===== src/rtl/ivt_pkg.sv =====
package ivt_pkg;

  typedef enum logic [2:0] {
    MD_ONESHOT  = 3'd0,
    MD_RETRIG   = 3'd1,
    MD_RATE     = 3'd2,
    MD_SQUARE   = 3'd3,
    MD_SWSTROBE = 3'd4,
    MD_HWSTROBE = 3'd5
  } ivt_mode_e;

  // codes 6 and 7 fold onto the rate and square modes
  function automatic ivt_mode_e ivt_decode(input logic [2:0] code);
    if (code[2:1] == 2'b11) return ivt_mode_e'({1'b0, code[1:0]});
    return ivt_mode_e'(code);
  endfunction

endpackage


===== src/rtl/ivt_gate_sense.sv =====
module ivt_gate_sense (
  input  logic clk,
  input  logic rst_n,
  input  logic gate_i,
  input  logic tick_i,
  input  logic clr_i,
  output logic trig_o
);
  logic gate_q, trig_q, trig_n;

  // a rising edge is held until the next strobe consumes it
  assign trig_o = trig_q | (gate_i & ~gate_q);

  always_comb begin
    trig_n = trig_o;
    if (tick_i || clr_i) trig_n = 1'b0;
  end

  always_ff @(posedge clk or negedge rst_n) begin
    if (!rst_n) begin
      gate_q <= 1'b0;
      trig_q <= 1'b0;
    end else begin
      gate_q <= gate_i;
      trig_q <= trig_n;
    end
  end
endmodule


===== src/rtl/ivt_cfg_reg.sv =====
module ivt_cfg_reg
  import ivt_pkg::*;
#(
  parameter int CW = 16
) (
  input  logic          clk,
  input  logic          rst_n,
  input  logic          we_i,
  input  ivt_mode_e     mode_i,
  input  logic [CW-1:0] count_i,
  input  logic          xfer_i,
  output ivt_mode_e     mode_o,
  output logic [CW-1:0] reload_o,
  output logic          have_o,
  output logic          loaded_o
);
  ivt_mode_e     mode_q, mode_n;
  logic [CW-1:0] reload_q, reload_n;
  logic          have_q, have_n, loaded_q, loaded_n;

  always_comb begin
    mode_n   = mode_q;
    reload_n = reload_q;
    have_n   = have_q;
    loaded_n = loaded_q;
    if (we_i) begin
      mode_n   = mode_i;
      reload_n = count_i;
      have_n   = 1'b1;
      loaded_n = 1'b0;
    end else if (xfer_i) begin
      loaded_n = 1'b1;
    end
  end

  always_ff @(posedge clk or negedge rst_n) begin
    if (!rst_n) begin
      mode_q   <= MD_ONESHOT;
      reload_q <= '0;
      have_q   <= 1'b0;
      loaded_q <= 1'b0;
    end else begin
      mode_q   <= mode_n;
      reload_q <= reload_n;
      have_q   <= have_n;
      loaded_q <= loaded_n;
    end
  end

  assign mode_o   = mode_q;
  assign reload_o = reload_q;
  assign have_o   = have_q;
  assign loaded_o = loaded_q;
endmodule


===== src/rtl/ivt_count_core.sv =====
module ivt_count_core
  import ivt_pkg::*;
#(
  parameter int CW = 16
) (
  input  logic          clk,
  input  logic          rst_n,
  input  logic          tick_i,
  input  logic          gate_i,
  input  logic          trig_i,
  input  logic          we_i,
  input  ivt_mode_e     new_mode_i,
  input  ivt_mode_e     mode_i,
  input  logic [CW-1:0] reload_i,
  input  logic          have_i,
  input  logic          loaded_i,
  output logic [CW-1:0] cnt_o,
  output logic          out_o,
  output logic          xfer_o
);
  localparam logic [CW-1:0] ONE = CW'(1);
  localparam logic [CW-1:0] TWO = CW'(2);

  logic [CW-1:0] cnt_q, cnt_n, hi_val, lo_val;
  logic          out_q, out_n, armed_q, armed_n, pending;

  assign pending = have_i & ~loaded_i;
  // square-wave phase loads: odd counts give the high phase the extra strobe
  assign hi_val  = reload_i + CW'(reload_i[0]);
  assign lo_val  = reload_i - CW'(reload_i[0]);

  always_comb begin
    cnt_n   = cnt_q;
    out_n   = out_q;
    armed_n = armed_q;
    xfer_o  = 1'b0;
    if (we_i) begin
      armed_n = 1'b0;
      out_n   = (new_mode_i != MD_ONESHOT);
    end else begin
      if (tick_i) begin
        case (mode_i)
          MD_ONESHOT: begin
            if (pending) begin
              cnt_n = reload_i; armed_n = 1'b1; xfer_o = 1'b1;
            end else if (armed_q && gate_i) begin
              cnt_n = cnt_q - ONE;
              if (cnt_q == ONE) begin armed_n = 1'b0; out_n = 1'b1; end
            end
          end
          MD_RETRIG: begin
            if (have_i && trig_i) begin
              cnt_n = reload_i; armed_n = 1'b1; out_n = 1'b0; xfer_o = pending;
            end else if (armed_q) begin
              cnt_n = cnt_q - ONE;
              if (cnt_q == ONE) begin armed_n = 1'b0; out_n = 1'b1; end
            end
          end
          MD_RATE: begin
            if (pending) begin
              cnt_n = reload_i; xfer_o = 1'b1;
            end else if (gate_i) begin
              if (cnt_q == ONE) begin
                cnt_n = reload_i; out_n = 1'b1;
              end else begin
                cnt_n = cnt_q - ONE;
                if (cnt_q == TWO) out_n = 1'b0;
              end
            end
          end
          MD_SQUARE: begin
            if (pending) begin
              cnt_n = hi_val; out_n = 1'b1; xfer_o = 1'b1;
            end else if (gate_i) begin
              if (cnt_q == TWO) begin
                out_n = ~out_q;
                cnt_n = out_q ? lo_val : hi_val;
              end else begin
                cnt_n = cnt_q - TWO;
              end
            end
          end
          MD_SWSTROBE: begin
            if (!out_q) out_n = 1'b1;
            if (pending) begin
              cnt_n = reload_i; armed_n = 1'b1; xfer_o = 1'b1;
            end else if (armed_q && gate_i) begin
              cnt_n = cnt_q - ONE;
              if (cnt_q == ONE) begin armed_n = 1'b0; out_n = 1'b0; end
            end
          end
          MD_HWSTROBE: begin
            if (!out_q) out_n = 1'b1;
            if (have_i && trig_i) begin
              cnt_n = reload_i; armed_n = 1'b1; xfer_o = pending;
            end else if (armed_q) begin
              cnt_n = cnt_q - ONE;
              if (cnt_q == ONE) begin armed_n = 1'b0; out_n = 1'b0; end
            end
          end
          default: ;
        endcase
      end
      if (mode_i == MD_RATE && !gate_i) out_n = 1'b1;
    end
  end

  always_ff @(posedge clk or negedge rst_n) begin
    if (!rst_n) begin
      cnt_q   <= '0;
      out_q   <= 1'b0;
      armed_q <= 1'b0;
    end else begin
      cnt_q   <= cnt_n;
      out_q   <= out_n;
      armed_q <= armed_n;
    end
  end

  assign cnt_o = cnt_q;
  assign out_o = out_q;
endmodule


===== src/rtl/ivt_channel.sv =====
module ivt_channel
  import ivt_pkg::*;
#(
  parameter int CW = 16
) (
  input  logic          clk,
  input  logic          rst_n,
  input  logic          tick_i,
  input  logic          gate_i,
  input  logic          cfg_we_i,
  input  logic [2:0]    cfg_mode_i,
  input  logic [CW-1:0] cfg_count_i,
  output logic [CW-1:0] count_o,
  output logic          out_o,
  output logic          loaded_o
);
  ivt_mode_e     wr_mode, mode_q;
  logic [CW-1:0] reload;
  logic          have, trig, xfer;

  assign wr_mode = ivt_decode(cfg_mode_i);

  ivt_gate_sense u_gate (
    .clk(clk), .rst_n(rst_n), .gate_i(gate_i), .tick_i(tick_i),
    .clr_i(cfg_we_i), .trig_o(trig)
  );

  ivt_cfg_reg #(.CW(CW)) u_cfg (
    .clk(clk), .rst_n(rst_n), .we_i(cfg_we_i), .mode_i(wr_mode),
    .count_i(cfg_count_i), .xfer_i(xfer), .mode_o(mode_q),
    .reload_o(reload), .have_o(have), .loaded_o(loaded_o)
  );

  ivt_count_core #(.CW(CW)) u_core (
    .clk(clk), .rst_n(rst_n), .tick_i(tick_i), .gate_i(gate_i),
    .trig_i(trig), .we_i(cfg_we_i), .new_mode_i(wr_mode), .mode_i(mode_q),
    .reload_i(reload), .have_i(have), .loaded_i(loaded_o),
    .cnt_o(count_o), .out_o(out_o), .xfer_o(xfer)
  );
endmodule


===== config.mk =====
export PLATFORM = sky130hd
export DESIGN_NAME = ivt_channel
export DESIGN_NICKNAME = d
export VERILOG_FILES = /design/src/rtl/ivt_pkg.sv /design/src/rtl/ivt_gate_sense.sv /design/src/rtl/ivt_cfg_reg.sv /design/src/rtl/ivt_count_core.sv /design/src/rtl/ivt_channel.sv
export SDC_FILE = /design/constraint.sdc
export NUM_CORES = 1
export LEC_CHECK = 0
export BUFFER_PORTS_ARGS = -buffer_cell sky130_fd_sc_hd__buf_2
export CAP_MARGIN = 10
export CORE_ASPECT_RATIO = 1.75
export CORE_UTILIZATION = 54
export DETAILED_ROUTE_END_ITERATION = 6
export HOLD_SLACK_MARGIN = 0.12
export PLACE_DENSITY = 0.88
export REMOVE_ABC_BUFFERS = 1
export SLEW_MARGIN = 0
export SYNTH_ARGS = -nofsm -noshare
export SYNTH_HDL_FRONTEND = slang
export SYNTH_SLANG_ARGS = --single-unit

===== constraint.sdc =====
create_clock -name clk -period 2.2 [get_ports clk]
set_input_delay 0.11 -clock clk [delete_from_list [all_inputs] [get_ports clk]]
set_output_delay 0.11 -clock clk [all_outputs]
set_load 0.02 [all_outputs]

==> impl_metrics.tcl, run 1 <==
set metrics [dict create \
    rsz0062_at_grt "yes" \
    outcome "complete, no violations" \
    die_h_um 114 \
    tightest_slew_ps 639 \
    reg2reg_to "u_core.cnt_o[9]" \
    cp_data_required_time_ps 2380 \
    yosysWarnings 0 \
    worstSetupStartpoint "u_cfg.mode_o[2]" \
    wl_per_cell_um 23.1 \
    skew_ps 8.05 \
    cts_max_path_buffers 2 \
    globalRoute.totalOverflow 0 \
    use_met3_pct 9.90 \
    synth-compound-area-share_pct 25.2 \
    antenna_found_initial 0 \
    chipWidth_um 65.9 \
    gp_congestion 1.04 \
    critical_path_depth 6 \
    yosysSeqAreaShare_pct 26.6 \
    rows 40 \
    yosys-mux-area-fraction_pct 5.99 \
    cts_buffers 5 \
    crit_slowest_cell "dfrtp_1" \
    synthSimpleGateAreaFrac_pct 26.2 \
    grt_first_pass_wirelength_um 24500 \
    synth_fa_ha_area_share_pct 1.94 \
    peakVddDrop_mv 0.433 \
    drt-pass1-iter-count 5 \
    cts_max_level 2 \
    cp_num_buf_inv 0 \
    synth_top_area_share_pct 26.6 \
    root_buffer "clkbuf_16" \
    clk_latency_ps 290 \
    drc 0 \
    drive_above_1_share_pct 35.0 \
    hold_class "in -> reg" \
    cts.clk_slew.worst_paths_ps 60 \
    cp_top_family "simple AND/OR/NAND/NOR gates" \
    syn2layout_area_growth_pct 35.5 \
    initial_core_util_pct 55.9 \
    slew_headroom_pct 57.4 \
    startpoint_type "register" \
    use_met1_pct 47.6 \
    drt_iter0_drc 416 \
    grt_start_max_net_pins 42 \
    crit_chain "or2b_2 > nand2_1 > nor3_1 > o31a_1 > o31a_1 > o22a_1" \
    async_flop_share_pct 100 \
    io_buffers 41 \
    clock_sinks 41 \
    fmax_ghz 0.459 \
    ant_nets 0 \
    cts_tree "done" \
    r2r_start "u_cfg.mode_o[2]" \
    num-nets-final 643 \
    worstPathArrival_ps 2360 \
    synth-edff-count 0 \
    synth_ff_type "dfrtp_1" \
    finalCritPeriodShare_pct 99.0 \
    synthXorXnorAreaFrac_pct 6.12 \
    synth.distinct_cells 86 \
    grt_pass1_vias 4491 \
    timing.setup.tns_ps 0 \
    leakagePower_nw 2.23 \
    reg2regPathDepth 6 \
    avgSynthCellArea_um2 8.25 \
    crit_path_max_incr_delay_ps 450 \
    fin_crit_ps 2180 \
    synthesis.area_um2 3860 \
    final_hold_viol_count 0 \
    stdcell_area_um2 5230 \
    synth_common_cells "51 x nand2_1, 41 x dfrtp_1, 35 x nor2_1" \
    grt_use_met2_pct 74.1 \
    post-dp-hpwl_um 12000 \
    critical-path-top-cell-by-count "o31a_1" \
    synth_top_family_by_area "simple AND/OR/NAND/NOR gates" \
    reg2reg_slack_ps 20 \
    yosysTopAreaCell "dfrtp_1" \
    worstSetupEndpointType "register" \
    core_um2 6910 \
    synth_cells 468 \
    final_max_slew_viol_count 0 \
    crit_path_end "u_core.cnt_o[9]" \
    wl_um 16100 \
    setup_viol 0 \
    grt_util_all_layers_pct 45.1 \
    drv_cap 0 \
    die-area_um2 7510 \
    top_usage_layer "met2" \
    postPlaceCellArea_um2 4730 \
    post-synth-top-count-cell "nand2_1" \
    final_core_util_pct 75.7 \
    powerDensity_nw_per_um2 855 \
    ys_top_cells_by_area "dfrtp_1 27%, nand2_1 5.0%, mux2_2 5.0%" \
    cp_max_fo 6 \
    vias 4597 \
    antenna_cells 0 \
    critical_path_class "reg -> reg" \
    synth-seq-cells 41 \
    ios 42 \
    via_per_inst 6.59 \
]
==> logic make-up (layout without fill, tap and decap cells) <==
family                     Yosys count  after routing
AOI/OAI and AO/OA                  134            134
xor gates and xnor gates            27             27
adders and majority gates            6              6
buffers and inverters               54            200
DFF                                 41             41
muxes                               21             21
and+or+nand+nor                    185            185
==> flip-flops by register name (all words and copies together) (netlist names) <==
register / count
u_cfg.loaded_o: 1
u_gate.trig_q: 1
u_cfg.have_o: 1
u_core.out_o: 1
u_core.armed_q: 1
u_core.cnt_o: 16
u_cfg.mode_o: 3
u_cfg.reload_o: 16
u_gate.gate_q: 1
==> timing repair <==
action / 4_1_cts / 5_1_grt
pin swaps: 1 / 7
resized for setup: 3 / 21
setup buffers: 0 / 7
endpoints found under the hold margin: 61 / 0
setup endpoints to repair: 4 / 15
hold buffers: 21 / 0
gates cloned: 0 / 0
==> cell usage in the layout (no fill, tap or decap), types with 6 or more instances in the layout <==
master and n:
nand3_1 17, nor2_1 31, buf_4 112, o21ai_0 26, buf_2 41, nor3_1 13
nor4_1 9, a31oi_1 7, a21oi_1 21, o211ai_1 6, nand4_1 11, nand2_1 50
xor2_1 14, xnor2_1 13, dfrtp_1 40, ha_1 6, mux2_2 17, inv_1 13
dlygate4sd3_1 21
==> cell type report <==
class	count	area (um^2)
clock buffer	8	136
timing repair buffer	178	1310
multi-input combinational	373	2600
tap	84	105
sequential	41	1030
inverter	14	52.6
fill	546	1680
==> worst min-delay path by stage <==
stage            from              end  cells past startpoint
2_1_floorplan   rst_n     u_cfg.have_o                      0
3_3_place_gp    rst_n  u_core.cnt_o[4]                      2
3_5_place_dp    rst_n  u_cfg.mode_o[2]                      2
4_1_cts        gate_i    u_gate.gate_q                      2
5_1_grt        gate_i    u_gate.gate_q                      2
6_report       gate_i    u_gate.gate_q                      2
==> power by group <==
part	total, mW	switching, mW	leakage (nW)	internal (mW)
Sequential	1.13	0.215	0.479	0.913
Clock	0.728	0.306	0.0652	0.423
Combinational	2.62	1.49	1.68	1.12
Total	4.47	2.01	2.23	2.46
==> metal layers <==
layer | share of wire [%] | vias to the layer above
li1 | - | 2030
met1 | 34 | 2153
met2 | 50 | 305
met3 | 6.9 | 109
met4 | 9.5 | 0
met5 | 0 | -
==> metrics by stage <==
| stage | std cells | worst slack, ps | hold slack (ps) | power [mW] |
|---|---|---|---|---|
| 5_1_grt | 698 | -39.8 | 193 | 4.67 |
| 2_1_floorplan | 428 | -297 | -186 | 2.33 |
| 4_1_cts | 691 | 5.12 | 144 | 4.25 |
| 6_report | 698 | 21.1 | 175 | 4.47 |
| 3_3_place_gp | 662 | -86.7 | 217 | 3.45 |
| 3_5_place_dp | 662 | -94.0 | 224 | 3.49 |
==> worst register-to-register path: stages (launching register included) <==
cell,delay (ps)
dfrtp_1,450
or2b_2,360
nand2_1,290
nor3_1,190
o31a_1,300
o31a_1,280
o22a_1,200
Note: power is estimated with default switching activity, not from simulation.
==> run 2: changes to the inputs <==
--- a/config.mk
+++ b/config.mk
@@ -8,10 +8,10 @@
 export BUFFER_PORTS_ARGS = -buffer_cell sky130_fd_sc_hd__buf_2
 export CAP_MARGIN = 10
 export CORE_ASPECT_RATIO = 1.75
-export CORE_UTILIZATION = 54
+export CORE_UTILIZATION = 40
 export DETAILED_ROUTE_END_ITERATION = 6
 export HOLD_SLACK_MARGIN = 0.12
-export PLACE_DENSITY = 0.88
+export PLACE_DENSITY = 0.71
 export REMOVE_ABC_BUFFERS = 1
 export SLEW_MARGIN = 0
 export SYNTH_ARGS = -nofsm -noshare
==> impl_metrics.tcl, run 2 (synthesized netlist as in run 1, its figures left out) <==
set metrics [dict create \
    setup_viol 2 \
    outcome "finished, violations left" \
    gp_congestion 1.07 \
    final_hold_viol_count 0 \
    cp_max_fo 6 \
    layout_commonest_cell "buf_4" \
    drv_cap 0 \
    num-nets-final 636 \
    worstPathArrival_ps 2380 \
    chipWidth_um 76.3 \
    cp_data_required_time_ps 2360 \
    core_um2 9410 \
    cts_tree "done" \
    initial_core_util_pct 41.0 \
    timing.setup.tns_ps -24.2 \
    grt_util_all_layers_pct 30.8 \
    power_mw 4.61 \
    syn2layout_area_growth_pct 37.1 \
    wl_per_cell_um 21.4 \
    cts_buffers 5 \
    drive_above_1_share_pct 34.9 \
    via_per_inst 6.27 \
    die_h_um 132 \
    finalCritPeriodShare_pct 101 \
    grt_start_max_net_pins 29 \
    pre_cts_slack_ps -55.0 \
    r2r_start "u_core.cnt_o[7]" \
    vias 4568 \
    violations "negative setup slack" \
    layout_common_cells "103 x buf_4, 51 x nand2_1, 41 x buf_2" \
    rsz0062_at_grt "yes" \
    tightest_slew_ps 570 \
    final_max_slew_viol_count 0 \
    antenna_cells 0 \
    worstSetupEndpointType "register" \
    cts.clk_slew.worst_paths_ps 70 \
    postPlaceCellArea_um2 4690 \
    reg2reg_slack_ps -20 \
    grt_pass1_vias 4447 \
    cts_max_path_buffers 2 \
    cts_max_level 2 \
    root_buffer "clkbuf_16" \
    fin_crit_ps 2220 \
    powerDensity_nw_per_um2 872 \
    rows 47 \
    critical_path_class "reg -> reg" \
    finalWorstSetupSlack_ps -21.3 \
    globalRoute.totalOverflow 0 \
    clk_latency_ps 300 \
    reg2regPathDepth 8 \
    wl_um 15600 \
    hold_class "in -> async" \
    reg2reg_to "u_core.cnt_o[6]" \
    peakVddDrop_mv 0.566 \
    clock_sinks 41 \
    fmax_ghz 0.450 \
    skew_ps 11.7 \
    io_buffers 41 \
    leakagePower_nw 2.21 \
    antenna_found_initial 0 \
    die-area_um2 10100 \
    slew_headroom_pct 61.7 \
    ant_nets 0 \
    ios 42 \
    drc 0 \
    post-dp-hpwl_um 11900 \
    grt_first_pass_wirelength_um 23700 \
    drt_iter0_drc 334 \
    startpoint_type "register" \
    stdcell_area_um2 5290 \
    drt-pass1-iter-count 5 \
]
-- run 2: cell count changes in the layout (fill, tap and decap cells not counted), moves of 2 or more --
cell / before / now
bufinv_16: 0 / 2
clkbuf_1: 3 / 0
buf_4: 112 / 103
a21boi_0: 0 / 2
a21boi_1: 2 / 0
-- run 2: metrics by stage --
step | utilization (%) | hold WS, ps | instances
6_report | 56.3 | 304 | 729
3_5_place_dp | 49.8 | 102 | 686
3_3_place_gp | 49.8 | 102 | 686
5_1_grt | 56.3 | 355 | 729
4_1_cts | 54.4 | 330 | 718
2_1_floorplan | - | -186 | 428
-- run 2: timing repair --
item / 4_1_cts / 5_1_grt
hold buffers: 22 / 0
endpoints found under the hold margin: 38 / 0
pin swaps: 1 / 12
endpoints found under the setup margin: 7 / 17
gates resized for setup: 2 / 25
buffers inserted: 2 / 11
-- run 2: critical path, stage by stage (launching register included) --
cell and delay (ps):
dfrtp_1 410, nor4_4 280, buf_4 190, and4b_2 290, a31oi_4 160, buf_4 180, mux2i_2 180, o22ai_1 90
o32a_1 310
-- run 2: how the worst max path moves through the flow --
stage / startpoint / end / slack (ps) / depth (start not counted)
global route: u_core.cnt_o[8] / u_core.cnt_o[6] / -100 / 8
global placement: u_core.cnt_o[7] / u_core.cnt_o[3] / -40 / 7
floorplan: u_cfg.loaded_o / u_core.cnt_o[7] / -300 / 5
finish: u_core.cnt_o[7] / u_core.cnt_o[6] / -20 / 8
detailed placement: u_core.cnt_o[6] / u_core.cnt_o[3] / -50 / 7
CTS: u_core.cnt_o[6] / u_core.cnt_o[3] / 9 / 7
-- run 2: per-layer routing --
layer / global-route usage [%] / up-vias / part of all wire, %
met4: 22.4 / 0 / 7.9
met5: 0 / - / 0
met1: 31.9 / 2183 / 34
met3: 4.91 / 94 / 6.3
li1: - / 2018 / -
met2: 55.4 / 273 / 51
-- run 2: layout make-up --
cell class                      count  area, um^2
Sequential cell                    41        1030
Timing Repair Buffer              171        1260
Clock inverter                      3        65.1
Fill cell                         902        4120
Tap cell                          122         153
Multi-Input combinational cell    373        2610
Inverter                           14        52.6
Clock buffer                        5         125
-- run 2: where the power goes --
| part | total (mW) | switching [mW] | internal [mW] |
|---|---|---|---|
| sequential | 1.15 | 0.235 | 0.913 |
| combinational | 2.48 | 1.42 | 1.06 |
| clock | 0.986 | 0.337 | 0.649 |
| total | 4.61 | 1.99 | 2.62 |
==> run 3: changes to the inputs <==
--- a/config.mk
+++ b/config.mk
@@ -7,9 +7,9 @@
 export LEC_CHECK = 0
 export BUFFER_PORTS_ARGS = -buffer_cell sky130_fd_sc_hd__buf_2
 export CAP_MARGIN = 10
-export CORE_ASPECT_RATIO = 1.75
 export CORE_UTILIZATION = 40
 export DETAILED_ROUTE_END_ITERATION = 6
+export GPL_TIMING_DRIVEN = 0
 export HOLD_SLACK_MARGIN = 0.12
 export PLACE_DENSITY = 0.71
 export REMOVE_ABC_BUFFERS = 1
==> impl_metrics.tcl, run 3 (synthesized netlist as in run 1, its figures left out) <==
set metrics [dict create \
    outcome "finished, violations left" \
    violations "negative setup slack" \
    cp_max_fo 6 \
    cts_max_level 2 \
    slew_headroom_pct 38.0 \
    fmax_ghz 0.428 \
    final_core_util_pct 54.5 \
    drive_above_1_share_pct 37.8 \
    antenna_found_initial 0 \
    drc 0 \
    drv_cap 0 \
    grt_first_pass_wirelength_um 20900 \
    cp_data_required_time_ps 2370 \
    die-area_um2 10100 \
    wl_per_cell_um 21.1 \
    grt_pass1_vias 3971 \
    via_per_inst 6.59 \
    worstPathArrival_ps 2510 \
    clock_sinks 41 \
    crit_slowest_cell "dfrtp_2" \
    skew_ps 13.0 \
    chipWidth_um 100 \
    cp_top_family "compound AO/OA/AOI/OAI gates" \
    ios 42 \
    cts_buffers 5 \
    reg2reg_slack_ps -140 \
    num-fill-cells 848 \
    finalCritPeriodShare_pct 106 \
    wl_um 14500 \
    rows 35 \
    finalWorstSetupSlack_ps -135 \
    final_max_slew_viol_count 0 \
    leakagePower_nw 1.95 \
    ant_nets 0 \
    powerDensity_nw_per_um2 805 \
    min-delay-start "cfg_we_i" \
    whs_path_depth 2 \
    rsz0062_at_grt "yes" \
    io_buffers 41 \
    num-nets-final 587 \
    drt-pass1-iter-count 7 \
    vias 4529 \
    cts_tree "done" \
    layout_common_cells "53 x buf_4, 49 x nand2_1, 41 x buf_2" \
    cts.clk_slew.worst_paths_ps 80 \
    root_buffer "clkbuf_8" \
    tightest_slew_ps 930 \
    setup_viol 17 \
    post-dp-hpwl_um 8690 \
    peakVddDrop_mv 0.384 \
    grt_start_max_net_pins 42 \
    stdcell_area_um2 5060 \
    antenna_cells 0 \
    hold_class "in -> reg" \
    crit_chain "inv_2 > ha_2 > nor2b_4 > nand4_1 > buf_4 > o21ai_0 > a21oi_1 > nand4_1 > o211ai_1" \
    grt_util_all_layers_pct 26.8 \
    final_hold_viol_count 0 \
    syn2layout_area_growth_pct 31.1 \
    pre_cts_slack_ps -1160 \
    critical_path_class "reg -> reg" \
    critical-path-top-cell-by-count "nand4_1" \
    worstSetupEndpointType "register" \
    cp_num_buf_inv 2 \
    crit_path_max_incr_delay_ps 450 \
    layout_commonest_cell "buf_4" \
    core_um2 9280 \
    die_h_um 100 \
    globalRoute.totalOverflow 0 \
    hold_end "u_core.armed_q" \
    postPlaceCellArea_um2 3970 \
    gp_congestion 1.02 \
    startpoint_type "register" \
    reg2reg_to "u_core.cnt_o[4]" \
    clk_latency_ps 310 \
    final_cells 687 \
    placed_cells 598 \
    fin_crit_ps 2340 \
    drt_iter0_drc 819 \
    cts_max_path_buffers 2 \
    reg2regPathDepth 9 \
    r2r_start "u_core.cnt_o[0]" \
    initial_core_util_pct 41.6 \
]
-- run 3: power breakdown --
group | leakage, nW | internal (mW) | total, mW | switching (mW)
logic | 1.45 | 0.949 | 2.20 | 1.25
clock network | 0.0374 | 0.224 | 0.518 | 0.294
registers | 0.462 | 0.925 | 1.36 | 0.438
total | 1.95 | 2.10 | 4.08 | 1.98
-- run 3: layer usage --
| layer | routed length, um | track usage (%) |
|---|---|---|
| met5 | 0 | 0 |
| met4 | 987 | 12.0 |
| met3 | 1780 | 5.85 |
| met2 | 6160 | 40.0 |
| met1 | 5570 | 36.8 |
-- run 3: how the worst max path moves through the flow --
stage | startpoint | endpoint | slack (ps) | depth (start not counted)
6_report | u_core.cnt_o[0] | u_core.cnt_o[4] | -140 | 9
5_1_grt | u_core.cnt_o[0] | u_core.cnt_o[4] | -210 | 9
4_1_cts | u_core.cnt_o[11] | u_core.out_o | -50 | 8
3_5_place_dp | u_cfg.have_o | u_core.cnt_o[5] | -1160 | 6
3_3_place_gp | u_cfg.have_o | u_core.cnt_o[5] | -1220 | 6
2_1_floorplan | u_cfg.loaded_o | u_core.cnt_o[7] | -300 | 5
-- run 3: through the flow --
step / power, mW / TNS [ps] / hold WS, ps
after CTS: 3.72 / -150 / 294
final: 4.08 / -1200 / 294
after floorplan: 2.33 / -2510 / -186
after detailed placement: 2.88 / -14280 / 308
after global placement: 2.84 / -14890 / 296
after global routing: 4.29 / -2380 / 324
-- run 3: what timing repair did --
action                                  CTS  global route
resized for setup                        49            41
buffers inserted                         39            18
endpoints found under the setup margin   18            18
pin swaps                                16            17
cloned                                    1             1
endpoints found under the hold margin    62             0
hold buffers                             22             0
-- run 3: cell type report --
type	count	area (um^2)	area share [%]
clock buffer	6	72.6	1.43
clock inverter	2	15.0	0.297
inverter	14	52.6	1.04
multi-input combinational	375	2830	56.0
sequential	41	1050	20.7
tap	129	161	3.19
timing repair buffer	120	877	17.3
-- run 3: worst register-to-register path, stage by stage (launching register included) --
cell and delay (ps):
dfrtp_2 450, inv_2 150, ha_2 230, nor2b_4 180
nand4_1 130, buf_4 200, o21ai_0 450, a21oi_1 150
nand4_1 160, o211ai_1 100
